--- src/rtl/ptw_pkg.sv ---
`timescale 1ns/1ps
package ptw_pkg;

   typedef enum logic [1:0] {
      ST_IDLE    = 2'd0,
      ST_RD_REQ  = 2'd1,
      ST_RD_WAIT = 2'd2,
      ST_RESP    = 2'd3
   } ptw_state_e;

   typedef enum logic [1:0] {
      STEP_DESCEND = 2'd0,
      STEP_LEAF    = 2'd1,
      STEP_FAULT   = 2'd2
   } ptw_step_e;

endpackage

--- src/rtl/ptw_index_sel.sv ---
`timescale 1ns/1ps
module ptw_index_sel #(
   parameter int VA_W   = 39,
   parameter int OFF_W  = 12,
   parameter int IDX_W  = 9,
   parameter int LEVELS = 3,
   parameter int LVL_W  = 2
) (
   input  logic [VA_W-1:0]  va_i,
   input  logic [LVL_W-1:0] lvl_i,
   output logic [IDX_W-1:0] idx_o
);

   logic [IDX_W-1:0] field [LEVELS];

   for (genvar g = 0; g < LEVELS; g++) begin : g_field
      assign field[g] = va_i[OFF_W + g*IDX_W +: IDX_W];
   end

   logic unused_va_off;
   assign unused_va_off = ^va_i[OFF_W-1:0];

   always_comb begin
      idx_o = '0;
      for (int l = 0; l < LEVELS; l++) begin
         if (lvl_i == l[LVL_W-1:0]) idx_o = field[l];
      end
   end

endmodule

--- src/rtl/ptw_entry_addr.sv ---
`timescale 1ns/1ps
module ptw_entry_addr #(
   parameter int PPN_W = 44,
   parameter int OFF_W = 12,
   parameter int IDX_W = 9,
   parameter int PA_W  = 56,
   parameter int PTE_W = 64
) (
   input  logic [PPN_W-1:0] ppn_i,
   input  logic [IDX_W-1:0] idx_i,
   output logic [PA_W-1:0]  addr_o
);

   localparam int ENTRY_LG = $clog2(PTE_W / 8);
   localparam int PAD_W    = PA_W - IDX_W - ENTRY_LG;

   logic [PA_W-1:0] table_base;
   logic [PA_W-1:0] entry_off;

   assign table_base = {ppn_i, {OFF_W{1'b0}}};
   assign entry_off  = {{PAD_W{1'b0}}, idx_i, {ENTRY_LG{1'b0}}};
   assign addr_o     = table_base + entry_off;

endmodule

--- src/rtl/ptw_pte_decode.sv ---
`timescale 1ns/1ps
module ptw_pte_decode import ptw_pkg::*; #(
   parameter int PTE_W    = 64,
   parameter int PPN_W    = 44,
   parameter int PPN_LSB  = 8,
   parameter int PERM_LSB = 1,
   parameter int PERM_W   = 3
) (
   input  logic [PTE_W-1:0] pte_i,
   input  logic             last_lvl_i,
   output logic [PPN_W-1:0] ppn_o,
   output ptw_step_e        step_o
);

   logic valid_bit;
   logic leaf_bit;
   logic unused_pte;

   assign valid_bit  = pte_i[0];
   assign leaf_bit   = |pte_i[PERM_LSB +: PERM_W];
   assign ppn_o      = pte_i[PPN_LSB +: PPN_W];
   assign unused_pte = ^pte_i;

   always_comb begin
      if (!valid_bit)      step_o = STEP_FAULT;
      else if (leaf_bit)   step_o = STEP_LEAF;
      else if (last_lvl_i) step_o = STEP_FAULT;
      else                 step_o = STEP_DESCEND;
   end

endmodule

--- src/rtl/ptw_fault_regs.sv ---
`timescale 1ns/1ps
module ptw_fault_regs #(
   parameter int CAUSE_W   = 64,
   parameter int CAUSE_BIT = 12,
   parameter int TVAL_W    = 64
) (
   input  logic              clk_i,
   input  logic              rst_ni,
   input  logic              set_i,
   input  logic              clr_i,
   input  logic [TVAL_W-1:0] tval_i,
   output logic [CAUSE_W-1:0] cause_o,
   output logic [TVAL_W-1:0] tval_o
);

   logic pf_flag_q;

   always_ff @(posedge clk_i or negedge rst_ni) begin
      if (!rst_ni) begin
         pf_flag_q <= 1'b0;
         tval_o    <= '0;
      end else if (set_i) begin
         pf_flag_q <= 1'b1;
         tval_o    <= tval_i;
      end else if (clr_i) begin
         pf_flag_q <= 1'b0;
      end
   end

   for (genvar b = 0; b < CAUSE_W; b++) begin : g_cause
      if (b == CAUSE_BIT) begin : g_flag
         assign cause_o[b] = pf_flag_q;
      end else begin : g_zero
         assign cause_o[b] = 1'b0;
      end
   end

   assert_set_loads_R8: assert property (@(posedge clk_i) disable iff (!rst_ni)
      set_i |=> cause_o[CAUSE_BIT] && (tval_o == $past(tval_i)));

   assert_clear_keeps_tval_R9: assert property (@(posedge clk_i) disable iff (!rst_ni)
      (clr_i && !set_i) |=> !cause_o[CAUSE_BIT] && $stable(tval_o));

endmodule

--- src/rtl/pt_walker.sv ---
`timescale 1ns/1ps
module pt_walker import ptw_pkg::*; #(
   parameter int VA_W      = 39,
   parameter int PA_W      = 56,
   parameter int CTRL_W    = 64,
   parameter int PTE_W     = 64,
   parameter int LEVELS    = 3,
   parameter int IDX_W     = 9,
   parameter int OFF_W     = 12,
   parameter int PPN_W     = 44,
   parameter int PPN_LSB   = 8,
   parameter int MODE_W    = 4,
   parameter logic [MODE_W-1:0] MODE_BARE  = MODE_W'(0),
   parameter logic [MODE_W-1:0] MODE_PAGED = MODE_W'(8),
   parameter int CAUSE_W   = 64,
   parameter int CAUSE_BIT = 12,
   parameter int TVAL_W    = 64
) (
   input  logic               clk_i,
   input  logic               rst_ni,
   input  logic [CTRL_W-1:0]  ctrl_i,
   input  logic               req_valid_i,
   output logic               req_ready_o,
   input  logic [VA_W-1:0]    req_vaddr_i,
   output logic               resp_valid_o,
   output logic [PA_W-1:0]    resp_paddr_o,
   output logic               resp_fault_o,
   output logic               mem_req_valid_o,
   input  logic               mem_req_ready_i,
   output logic [PA_W-1:0]    mem_req_addr_o,
   input  logic               mem_rsp_valid_i,
   input  logic [PTE_W-1:0]   mem_rsp_data_i,
   output logic [CAUSE_W-1:0] cause_o,
   output logic [TVAL_W-1:0]  tval_o
);

   localparam int LVL_W = (LEVELS > 1) ? $clog2(LEVELS) : 1;
   localparam logic [LVL_W-1:0] TOP_LVL = LVL_W'(LEVELS - 1);

   if (VA_W != OFF_W + LEVELS * IDX_W) begin : g_bad_va
      $error("VA_W must equal OFF_W + LEVELS*IDX_W");
   end
   if (PA_W != PPN_W + OFF_W) begin : g_bad_pa
      $error("PA_W must equal PPN_W + OFF_W");
   end
   if (PA_W <= VA_W) begin : g_bad_bare
      $error("PA_W must exceed VA_W");
   end
   if (CAUSE_BIT >= CAUSE_W) begin : g_bad_cause
      $error("CAUSE_BIT outside cause register");
   end
   if (TVAL_W <= VA_W) begin : g_bad_tval
      $error("TVAL_W must exceed VA_W");
   end
   if (CTRL_W < MODE_W + PPN_W) begin : g_bad_ctrl
      $error("control word too narrow");
   end
   if (PPN_LSB + PPN_W > PTE_W) begin : g_bad_pte
      $error("page number field outside entry");
   end

   ptw_state_e       state_q;
   logic [VA_W-1:0]  va_q;
   logic [PPN_W-1:0] ppn_q;
   logic [LVL_W-1:0] lvl_q;
   logic [PA_W-1:0]  pa_q;
   logic             fault_q;

   logic [MODE_W-1:0] mode;
   logic [PPN_W-1:0]  root_ppn;
   logic              is_bare, is_paged, accept, rsp_take;
   logic              set_fault, clr_fault;
   logic [TVAL_W-1:0] fault_va;
   logic [IDX_W-1:0]  cur_idx;
   logic [PPN_W-1:0]  pte_ppn;
   ptw_step_e         step;
   logic              unused_ctrl;

   assign mode        = ctrl_i[CTRL_W-1 -: MODE_W];
   assign root_ppn    = ctrl_i[PPN_W-1:0];
   assign unused_ctrl = ^ctrl_i;
   assign is_bare     = (mode == MODE_BARE);
   assign is_paged    = (mode == MODE_PAGED);
   assign accept      = (state_q == ST_IDLE) && req_valid_i;
   assign rsp_take    = (state_q == ST_RD_WAIT) && mem_rsp_valid_i;
   assign set_fault   = (accept && !is_bare && !is_paged) ||
                        (rsp_take && step == STEP_FAULT);
   assign clr_fault   = rsp_take && step == STEP_LEAF;
   assign fault_va    = accept ? {{(TVAL_W-VA_W){1'b0}}, req_vaddr_i}
                               : {{(TVAL_W-VA_W){1'b0}}, va_q};

   assign req_ready_o     = (state_q == ST_IDLE);
   assign mem_req_valid_o = (state_q == ST_RD_REQ);
   assign resp_valid_o    = (state_q == ST_RESP);
   assign resp_paddr_o    = pa_q;
   assign resp_fault_o    = fault_q;

   ptw_index_sel #(
      .VA_W(VA_W), .OFF_W(OFF_W), .IDX_W(IDX_W), .LEVELS(LEVELS), .LVL_W(LVL_W)
   ) u_index_sel (
      .va_i(va_q), .lvl_i(lvl_q), .idx_o(cur_idx)
   );

   ptw_entry_addr #(
      .PPN_W(PPN_W), .OFF_W(OFF_W), .IDX_W(IDX_W), .PA_W(PA_W), .PTE_W(PTE_W)
   ) u_entry_addr (
      .ppn_i(ppn_q), .idx_i(cur_idx), .addr_o(mem_req_addr_o)
   );

   ptw_pte_decode #(
      .PTE_W(PTE_W), .PPN_W(PPN_W), .PPN_LSB(PPN_LSB), .PERM_LSB(1), .PERM_W(3)
   ) u_pte_decode (
      .pte_i(mem_rsp_data_i), .last_lvl_i(lvl_q == '0),
      .ppn_o(pte_ppn), .step_o(step)
   );

   ptw_fault_regs #(
      .CAUSE_W(CAUSE_W), .CAUSE_BIT(CAUSE_BIT), .TVAL_W(TVAL_W)
   ) u_fault_regs (
      .clk_i(clk_i), .rst_ni(rst_ni), .set_i(set_fault), .clr_i(clr_fault),
      .tval_i(fault_va), .cause_o(cause_o), .tval_o(tval_o)
   );

   always_ff @(posedge clk_i or negedge rst_ni) begin
      if (!rst_ni) begin
         state_q <= ST_IDLE;
         va_q    <= '0;
         ppn_q   <= '0;
         lvl_q   <= '0;
         pa_q    <= '0;
         fault_q <= 1'b0;
      end else begin
         case (state_q)
            ST_IDLE: begin
               if (req_valid_i) begin
                  va_q <= req_vaddr_i;
                  if (is_bare) begin
                     pa_q    <= {{(PA_W-VA_W){1'b0}}, req_vaddr_i};
                     fault_q <= 1'b0;
                     state_q <= ST_RESP;
                  end else if (is_paged) begin
                     ppn_q   <= root_ppn;
                     lvl_q   <= TOP_LVL;
                     state_q <= ST_RD_REQ;
                  end else begin
                     pa_q    <= '0;
                     fault_q <= 1'b1;
                     state_q <= ST_RESP;
                  end
               end
            end
            ST_RD_REQ: begin
               if (mem_req_ready_i) state_q <= ST_RD_WAIT;
            end
            ST_RD_WAIT: begin
               if (mem_rsp_valid_i) begin
                  case (step)
                     STEP_LEAF: begin
                        pa_q    <= {pte_ppn, va_q[OFF_W-1:0]};
                        fault_q <= 1'b0;
                        state_q <= ST_RESP;
                     end
                     STEP_DESCEND: begin
                        ppn_q   <= pte_ppn;
                        lvl_q   <= lvl_q - 1'b1;
                        state_q <= ST_RD_REQ;
                     end
                     default: begin
                        pa_q    <= '0;
                        fault_q <= 1'b1;
                        state_q <= ST_RESP;
                     end
                  endcase
               end
            end
            default: state_q <= ST_IDLE;
         endcase
      end
   end

   assert_req_hold_R4: assert property (@(posedge clk_i) disable iff (!rst_ni)
      (mem_req_valid_o && !mem_req_ready_i) |=> mem_req_valid_o && $stable(mem_req_addr_o));

   assert_busy_after_accept_R10: assert property (@(posedge clk_i) disable iff (!rst_ni)
      (req_valid_i && req_ready_o) |=> !req_ready_o);

   assert_resp_single_R10: assert property (@(posedge clk_i) disable iff (!rst_ni)
      resp_valid_o |=> !resp_valid_o);

   assert_bare_passthru_R2: assert property (@(posedge clk_i) disable iff (!rst_ni)
      (req_valid_i && req_ready_o && is_bare) |=>
         resp_valid_o && !resp_fault_o &&
         resp_paddr_o == {{(PA_W-VA_W){1'b0}}, $past(req_vaddr_i)});

   assert_fault_cause_R8: assert property (@(posedge clk_i) disable iff (!rst_ni)
      (resp_valid_o && resp_fault_o) |-> cause_o[CAUSE_BIT] &&
         tval_o == {{(TVAL_W-VA_W){1'b0}}, va_q});

   assert_success_clears_R9: assert property (@(posedge clk_i) disable iff (!rst_ni)
      (resp_valid_o && !resp_fault_o && $past(state_q == ST_RD_WAIT)) |-> !cause_o[CAUSE_BIT]);

endmodule

--- config.mk ---
export PLATFORM = sky130hd
export DESIGN_NAME = pt_walker
export DESIGN_NICKNAME = d
export VERILOG_FILES = /design/src/rtl/ptw_pkg.sv /design/src/rtl/ptw_index_sel.sv /design/src/rtl/ptw_entry_addr.sv /design/src/rtl/ptw_pte_decode.sv /design/src/rtl/ptw_fault_regs.sv /design/src/rtl/pt_walker.sv
export SDC_FILE = /design/constraint.sdc
export NUM_CORES = 1
export LEC_CHECK = 0
export BUFFER_PORTS_ARGS = -buffer_cell sky130_fd_sc_hd__buf_2
export CORE_AREA = 2 2 163 165
export DETAILED_ROUTE_END_ITERATION = 16
export DIE_AREA = 0 0 165 167
export HOLD_SLACK_MARGIN = 0.05
export SYNTH_ARGS = -nofsm -noshare
export SYNTH_HDL_FRONTEND = slang
export SYNTH_SLANG_ARGS = --single-unit
--- constraint.sdc ---
create_clock -name clk_i -period 3.5 [get_ports clk_i]
set_clock_uncertainty 0.15 [all_clocks]
set_input_delay 0.175 -clock clk_i [delete_from_list [all_inputs] [get_ports clk_i]]
set_output_delay 0.175 -clock clk_i [all_outputs]
set_load 0.02 [all_outputs]
# Word level (Yosys, flattened, before mapping)
# Index checks and enable logic that the tools add are counted.
# word_totals
register_bits	209
output_inout_bits	244
wordCells	86
# op_classes
n_reduce_logical	20
eq_ne	16
add_sub_neg	2
mux	40
# op_table
operator	count
$mux W56	4
$pmux W56 S2	2
$mux W44	5
$pmux W44 S2	1
$add A56 B12 Y56	1
$mux W39	1
$mux W2	14
$mux W9	3
$eq A2 B2 Y1 const B	4
$ne A2 B2 Y1 const B	4
$eq A2 B1 Y1 const B	3
$logic_and A1 B1 Y1	6
$logic_not A2 Y1	3
$mux W1	6
$ne A2 B1 Y1 const B	3
$pmux W2 S3	1
$reduce_and A6 Y1	1
$reduce_and A5 Y1	1
$eq A4 B4 Y1 const B	1
$logic_not A4 Y1	1
$pmux W1 S2	2
$pmux W2 S2	1
$reduce_bool A2 Y1	2
$ne A3 B3 Y1 const B	1
6 further kinds	7

# Depth between registers and ports, before layout
# Gate-level depths: netlist (run 1).
# depth
word_depth	8
depth_mapped	9
ltp_nobuf	6

# By module
# Synthesis (run 1) repeated with hierarchy kept, for this count alone.
# unflattened
cells_unflattened	884
area_unflattened_um2	10602.7
# by_module_without_submodules
module	cells_each	seq_area_each_um2	instances	area_per_inst_um2
pt_walker	555	3603.5	1	6500.0
ptw_fault_regs	203	1626.6	1	3099.2
ptw_entry_addr	57	0.0	1	424.2
ptw_pte_decode	47	0.0	1	359.1
ptw_index_sel	22	0.0	1	220.2

# Worst setup path before layout (run 1)
# OpenSTA, ideal clock, no wires.
# synth_path
kind	reg-to-reg
from	register lvl_q[0]
to	register pa_q[37], in the netlist resp_paddr_o[37]
arrival_ps	1846
setup_ps	125
setup_slack_ps	1379
path_stages_with_launch	10
n_path_buf	3
cell_sequence	dfrtp_1 inv_1 ha_1 buf_2 nor2b_2 a21oi_1 a21oi_2 buf_4 buf_6 mux2_2
# synth_via
elab_chain_len	8
word_cells_on_any_way	11
cone_classes	eq/ne: 2; mux: 6; reduce/logical: 3
# synth_lines
item	line	rtl
from (decl)	pt_walker.sv:65	logic [LVL_W-1:0] lvl_q;
from (signal assigned)	pt_walker.sv:165	lvl_q <= lvl_q - 1'b1;
$logic_not A2 Y1 (*)	pt_walker.sv:113	.pte_i(mem_rsp_data_i), .last_lvl_i(lvl_q == '0),
$mux W2 (*)	ptw_pte_decode.sv:27	else if (last_lvl_i) step_o = STEP_FAULT;
$mux W2 (*)	ptw_pte_decode.sv:26	else if (leaf_bit) step_o = STEP_LEAF;
$mux W2 (*)	ptw_pte_decode.sv:25	if (!valid_bit) step_o = STEP_FAULT;
$eq A2 B1 Y1 / $logic_not A2 Y1 (equally long branches)	pt_walker.sv:157	case (step)
$pmux W56 S2	pt_walker.sv:157	
$mux W56	pt_walker.sv:156	if (mem_rsp_valid_i) begin
$pmux W56 S2	pt_walker.sv:133	case (state_q)
to (signal assigned)	pt_walker.sv:138	pa_q <= {{(PA_W-VA_W){1'b0}}, req_vaddr_i};
to (signal assigned)	pt_walker.sv:159	pa_q <= {pte_ppn, va_q[OFF_W-1:0]};
to (decl)	pt_walker.sv:66	logic [PA_W-1:0] pa_q;
# Every way passes the cells marked *; elsewhere a longest branch is shown, timed or not. The select of a mux whose other input is x is not followed.
# A chain may end at the register's enable or synchronous reset.

# Worst setup path after layout (run 1)
# layout_path
from	register state_q[1]
to	register ppn_q[15]
# layout_via
elab_chain_len	3
word_cells_on_any_way	10
cone_classes	eq/ne: 6; mux: 1; reduce/logical: 3
# layout_lines
item	line	rtl
from (decl)	pt_walker.sv:62	ptw_state_e state_q;
from (signal assigned)	pt_walker.sv:126	state_q <= ST_IDLE;
from (signal assigned)	pt_walker.sv:140	state_q <= ST_RESP;
from (signal assigned)	pt_walker.sv:144	state_q <= ST_RD_REQ;
$eq A2 B2 Y1 / $logic_not A2 Y1 (equally long branches)	pt_walker.sv:133	
$ne A2 B1 Y1 (no line), or another cell as far along	n/a	
$reduce_and A6 Y1 (no line)	n/a	
to (signal assigned)	pt_walker.sv:142	ppn_q <= root_ppn;
to (signal assigned)	pt_walker.sv:164	ppn_q <= pte_ppn;
to (decl)	pt_walker.sv:64	logic [PPN_W-1:0] ppn_q;
# Several ways; a longest one is shown, not always the timed one.

==> flow_metrics.py, run 1 <==
metrics = {
    "pwr": {
        "p_int_uw": 6490,
        "vdd_ir_drop_max_uv": 371,
        "p_leak_uw": 0.00626,
        "power.switching_uw": 4730,
        "pwr-share-comb_pct": 48.2,
        "clockPowerShare_pct": 18.2,
        "p_seq_share_pct": 33.6,
        "swShare_pct": 42.2,
        "power_density_nw_per_um2": 899,
    },
    "drt": {
        "wl_met1_um": 11300,
        "routed_via_density": 4.69,
        "totalWireLength_um": 27600,
        "drt-initial-drc-count": 363,
        "ant_nets": 0,
        "routedWlPerCell_um": 17.9,
        "wl_met3_um": 1520,
        "wl_met2_um": 14000,
        "dr.pass1.iters": 7,
        "drc": 0,
        "topRoutingLayerUsed": "met5",
        "dr_total_vias": 7224,
    },
    "clock_network": {
        "htree_levels": 4,
        "clockBufferDepth": 2,
        "post_cts_resized": 0,
        "cts_tree": "done",
        "path_clk_slew_ns": 0.07,
        "clk_latency_ns": 0.43,
        "numCtsBuffers": 17,
        "post_cts_buffers": 0,
        "hold_buffers": 130,
        "numClockSinks": 184,
        "root_buffer": "clkbuf_16",
    },
    "min_path": {
        "hold_path_class": "primary input to flop",
    },
    "global_routing": {
        "antenna_found_initial": 4,
        "grt_pass1_vias": 7386,
        "grt_pass1_wl_um": 41600,
        "grtUsageTotal_pct": 20.0,
        "grt-ovfl-total": 0,
        "grt_max_degree": 98,
    },
    "timing": {
        "slew_headroom_pct": 42.4,
        "tightest_slew_ns": 0.864,
        "finalCritPeriodShare_pct": 76.5,
        "hold_viol": 0,
        "fmax_mhz": 373,
        "min_period_ns": 2.68,
        "final.setup.tns_ns": 0,
        "rsz0062_at_grt": "no",
        "finalSetupViolations": 0,
        "final_max_slew_viol_count": 0,
    },
    "yosys": {
        "synth_cells": 784,
        "avgSynthCellArea_um2": 11.6,
        "ys.warnings.count": 0,
        "yosysMostFrequentCell": "dfrtp_1",
        "async_flop_share_pct": 100,
        "yosysSeqAreaShare_pct": 50.7,
        "netlist.area_leader.share_pct": 50.7,
        "synth_area_leaders": "dfrtp_1, mux2_2, buf_4, mux2i_1, a22oi_1",
        "netlist_area_um2": 9090,
        "synthDistinctLibCells": 39,
        "yosysTopAreaCell": "dfrtp_1",
        "synth_seq_cells": 184,
        "synth_ff_type": "dfrtp_1",
        "synth_common_cells": "dfrtp_1, buf_4, mux2_2",
        "synth_edf_count": 0,
    },
    "job": {
        "maxCapViolCount": 0,
    },
    "run_status": {
        "status": "completed",
    },
    "final_layout": {
        "syn_to_final_growth_pct": 37.2,
        "fin_nets": 1364,
        "fin_area_um2": 12500,
        "drive_above_1_share_pct": 37.9,
    },
    "floorplanning": {
        "die_area_um2": 27600,
        "io_pins": 416,
        "core_um2": 25800,
        "initial_core_util_pct": 35.3,
        "die_x_um": 165,
        "rows": 59,
        "die_h_um": 167,
    },
    "placement": {
        "place_congestion": 0.805,
        "portBuffers": 292,
        "place.detailed.hpwl_um": 19100,
        "place_area_um2": 10500,
    },
    "setup_path": {
        "startpoint_type": "flop",
        "setup.worst_path.end_class": "flop",
        "cp.arrival_ns": 2.80,
        "critPathKind": "flop to flop",
        "required_ns": 3.62,
        "path_max_fanout": 28,
    },
}
## state kept, by name, indices dropped and copies added (netlist names)
register,flops
state_q,2
u_fault_regs.pf_flag_q,1
resp_fault_o,1
ppn_q,44
u_fault_regs.tval_o,39
va_q,39
lvl_q,2
resp_paddr_o,56
## final timing paths
| check | slack (ns) | end | from | cells past startpoint |
|---|---|---|---|---|
| max in group asynchronous | 2.16 | resp_paddr_o[21]$_DFFE_PN0P_ | rst_ni | 3 |
| worst max-delay path | 0.82 | ppn_q[15]$_DFFE_PN0P_ | state_q[1]$_DFFE_PN0P_ | 6 |
| min in group asynchronous | 0.25 | u_fault_regs.tval_o[1]$_DFFE_PN0P_ | rst_ni | 2 |
| worst min-delay path | 0.06 | lvl_q[0]$_DFFE_PN0P_ | ctrl_i[62] | 5 |
| worst max register to register | 0.82 | ppn_q[15]$_DFFE_PN0P_ | state_q[1]$_DFFE_PN0P_ | 6 |
| worst min register to register | 0.33 | u_fault_regs.tval_o[24]$_DFFE_PN0P_ | u_fault_regs.tval_o[24]$_DFFE_PN0P_ | 1 |
## critical path, cell delays in order (launching register included)
cell	delay, ns
dfrtp_2	0.83
nor2b_4	0.34
buf_4	0.32
nand4_1	0.18
nand2_2	0.30
buf_4	0.28
a22oi_1	0.12
## layout by cell type, fill, tap and decap left out, types with 2 or more instances in the layout
cell,count
nand3_1,4
conb_1,91
buf_12,4
buf_4,18
a22o_1,12
a22oi_1,44
clkbuf_16,17
a21oi_1,38
clkinvlp_4,2
mux2_2,98
buf_2,291
dfrtp_1,183
a21o_1,2
inv_1,19
nor2b_1,28
nor3b_4,2
and2_1,2
dlygate4sd3_1,130
mux2i_1,34
nor2_1,54
o21ai_0,12
bufinv_16,2
diode_2,3
mux2_1,19
clkinv_8,2
ha_1,3
a32o_1,27
nand2_1,39
inv_8,5
## kinds of logic (layout without fill, tap and decap cells)
| kind of cell | Yosys count | in the layout | synth area share (%) |
|---|---|---|---|
| and+or+nand+nor | 138 | 138 | 7.48 |
| DFF | 184 | 184 | 50.7 |
| AOI/OAI and AO/OA | 140 | 140 | 11.3 |
| muxes | 151 | 151 | 18.2 |
| other | 1 | 94 | 0.0413 |
| buffers and inverters | 167 | 495 | 11.8 |
| adders and majority gates | 3 | 3 | 0.413 |
## cell type report
class | instances | area (um2)
fill | 2357 | 13300
sequential | 184 | 4610
multi-input combinational | 523 | 3760
timing repair buffer | 444 | 2990
clock buffer | 18 | 429
tap | 335 | 419
clock inverter | 14 | 186
inverter | 19 | 71.3
antenna | 3 | 7.51
## power groups by stage
stage	Sequential, uW	Clock [uW]	Combinational, uW
after floorplan	4610	0	2640
after global placement	3770	0	5120
after detailed placement	3800	0	5190
after CTS	3770	2090	5440
after global routing	3910	2180	5800
final	3770	2040	5400
## metal layers
metal  track usage, %  up-vias
li1                 -     3371
met1             23.6     3519
met2             35.0      286
met3             4.38       46
met4             7.67        2
met5                0        -
## through the flow
| stage | utilization [%] | total power [uW] | hold WS [ns] | std cells | setup slack [ns] |
|---|---|---|---|---|---|
| after detailed placement | 40.9 | 8990 | 0.179 | 1375 | 0.857 |
| after CTS | 48.4 | 11300 | 0.0509 | 1537 | 0.847 |
| after global placement | 40.9 | 8890 | 0.176 | 1375 | 0.887 |
| after global routing | 48.4 | 11900 | 0.0775 | 1539 | 0.678 |
| after floorplan | - | 7250 | -0.271 | 874 | 1.38 |
| final | 48.4 | 11200 | 0.0637 | 1540 | 0.821 |
(Power assumes the default switching activity.)
==> run 2, diff against run 1 <==
- clock period: 3.5 -> 2.5 ns (I/O delays scaled with it)
==> run 2 against run 1 <==
  * Maximum frequency up 13%
  * Via count up 2.0%
  * Total power up 39%
  * Largest cell class unchanged
==> flow_metrics.py, run 2 (synthesis results as in run 1) <==
metrics = {
    "timing": {
        "hold_viol": 0,
        "slew_headroom_pct": 47.8,
        "final.setup.tns_ns": 0,
        "finalCritPeriodShare_pct": 94.7,
        "tightest_slew_ns": 0.782,
        "min_period_ns": 2.37,
        "rsz0062_at_grt": "no",
        "fmax_mhz": 423,
        "hold_ws_ns": 0.0631,
        "final_max_slew_viol_count": 0,
        "finalSetupViolations": 0,
    },
    "final_layout": {
        "final_cell_mix": "buf_2, dfrtp_1, dlygate4sd3_1",
        "fin_nets": 1374,
        "drive_above_1_share_pct": 38.0,
        "syn_to_final_growth_pct": 38.5,
        "largest_reg_flops": 56,
        "layout_commonest_cell": "buf_2",
    },
    "setup_path": {
        "setup.worst_path.end_class": "flop",
        "timing.critical_path.buf_inv": 3,
        "startpoint_type": "flop",
        "crit_slowest_cell": "dlygate4sd3_1",
        "required_ns": 2.70,
        "cp_slowest_stage_delay_ns": 0.57,
        "cp.arrival_ns": 2.56,
        "crit_family": "buffers and inverters",
        "critical_path.cell_chain": "nor2b_4 > buf_4 > buf_6 > a21oi_1 > dlygate4sd3_1 > a22oi_1",
        "path_max_fanout": 41,
        "critPathKind": "flop to flop",
    },
    "placement": {
        "portBuffers": 292,
        "place_congestion": 0.802,
        "place.detailed.hpwl_um": 19000,
    },
    "pwr": {
        "pwr-share-comb_pct": 49.5,
        "power.switching_uw": 6620,
        "p_int_uw": 8980,
        "power_density_nw_per_um2": 1240,
        "vdd_ir_drop_max_uv": 487,
        "p_leak_uw": 0.00631,
        "p_seq_share_pct": 33.4,
        "swShare_pct": 42.5,
        "clockPowerShare_pct": 17.1,
    },
    "floorplanning": {
        "initial_core_util_pct": 35.3,
        "die_x_um": 165,
        "die_area_um2": 27600,
        "core_um2": 25800,
        "rows": 59,
        "die_h_um": 167,
        "io_pins": 416,
    },
    "drt": {
        "routedWlPerCell_um": 17.7,
        "ant_nets": 0,
        "totalWireLength_um": 27400,
        "routed_via_density": 4.76,
        "dr.pass1.iters": 5,
        "drt-initial-drc-count": 312,
        "drc": 0,
        "dr_total_vias": 7370,
    },
    "global_routing": {
        "grt_pass1_vias": 7510,
        "grt_pass1_wl_um": 41600,
        "antenna_found_initial": 2,
        "grt-ovfl-total": 0,
        "grt_max_degree": 55,
        "grtUsageTotal_pct": 19.8,
    },
    "min_path": {
        "hold_path_class": "primary input to asynchronous set/reset pin",
    },
    "clock_network": {
        "numCtsBuffers": 17,
        "root_buffer": "clkbuf_16",
        "htree_levels": 4,
        "clk_latency_ns": 0.43,
        "cts_tree": "done",
        "numClockSinks": 184,
        "clockBufferDepth": 2,
        "path_clk_slew_ns": 0.08,
    },
    "job": {
        "maxCapViolCount": 0,
    },
    "run_status": {
        "status": "completed",
    },
}
-- run 2: cell count changes in the layout (fill, tap and decap cells not counted), sizes merged --
cell,delta
clkinvlp,-1
buf,+4
bufinv,-2
diode,-1
clkinv,+3
dlygate4sd3,+6
-- run 2: power groups by stage --
stage / sequential (uW) / clock, uW / combinational (uW)
finish: 5210 / 2670 / 7730
CTS: 5210 / 2750 / 7760
detailed placement: 5260 / 0 / 7380
global placement: 5210 / 0 / 7300
floorplan: 6460 / 0 / 3700
global route: 5390 / 2880 / 8290
-- run 2: layout make-up --
type | instances | area [um2]
clock inverters | 14 | 151
well taps | 335 | 419
diodes | 2 | 5.00
multi-input cells | 523 | 3770
flip-flops and latches | 184 | 4610
repair buffers | 454 | 3140
clock buffers | 18 | 429
inverters | 19 | 71.3
fillers | 2325 | 13200
-- run 2: metrics by stage --
stage / power, uW / utilization, % / area (um2) / cells / worst slack [ns]
after floorplan: 10200 / - / 9430 / 874 / 0.379
after global placement: 12500 / 41.3 / 10600 / 1379 / 0.336
after detailed placement: 12600 / 41.3 / 10600 / 1379 / 0.341
after CTS: 15700 / 48.8 / 12600 / 1547 / 0.0423
after global routing: 16600 / 48.9 / 12600 / 1547 / 0.00144
final: 15600 / 48.9 / 12600 / 1549 / 0.133
-- run 2: worst paths after layout --
kind	from	endpoint	slack (ns)	cells after the start
min in group clk_i	mem_rsp_data_i[3]	lvl_q[1]$_DFFE_PN0P_	0.14	5
worst max register to register	state_q[0]$_DFFE_PN0P_	ppn_q[8]$_DFFE_PN0P_	0.13	6
worst min-delay path	rst_ni	u_fault_regs.tval_o[1]$_DFFE_PN0P_	0.06	2
worst max-delay path	state_q[0]$_DFFE_PN0P_	ppn_q[8]$_DFFE_PN0P_	0.13	6
worst min register to register	u_fault_regs.tval_o[7]$_DFFE_PN0P_	u_fault_regs.tval_o[7]$_DFFE_PN0P_	0.33	1
max in group asynchronous	rst_ni	state_q[1]$_DFFE_PN0P_	1.43	3
-- run 2: worst reg2reg max path, stage by stage, from the launching register on --
cell           delay [ns]
dfrtp_1              0.52
nor2b_4              0.21
buf_4                0.19
buf_6                0.31
a21oi_1              0.15
dlygate4sd3_1        0.57
a22oi_1              0.19
-- run 2: repair_timing --
item / CTS / global route
hold buffers: 136 / 0
buffers inserted: 0 / 0
hold endpoints to repair: 366 / 0
endpoints found under the setup margin: 0 / 20
gates resized for setup: 0 / 2
-- run 2: per-layer routing --
| layer | global-route usage, % | vias up | routed length, um |
|---|---|---|---|
| met5 | 0 | - | 7 |
| met2 | 34.3 | 310 | 13800 |
| li1 | - | 3405 | - |
| met4 | 7.90 | 2 | 827 |
| met1 | 24.0 | 3592 | 11100 |
| met3 | 4.08 | 61 | 1680 |
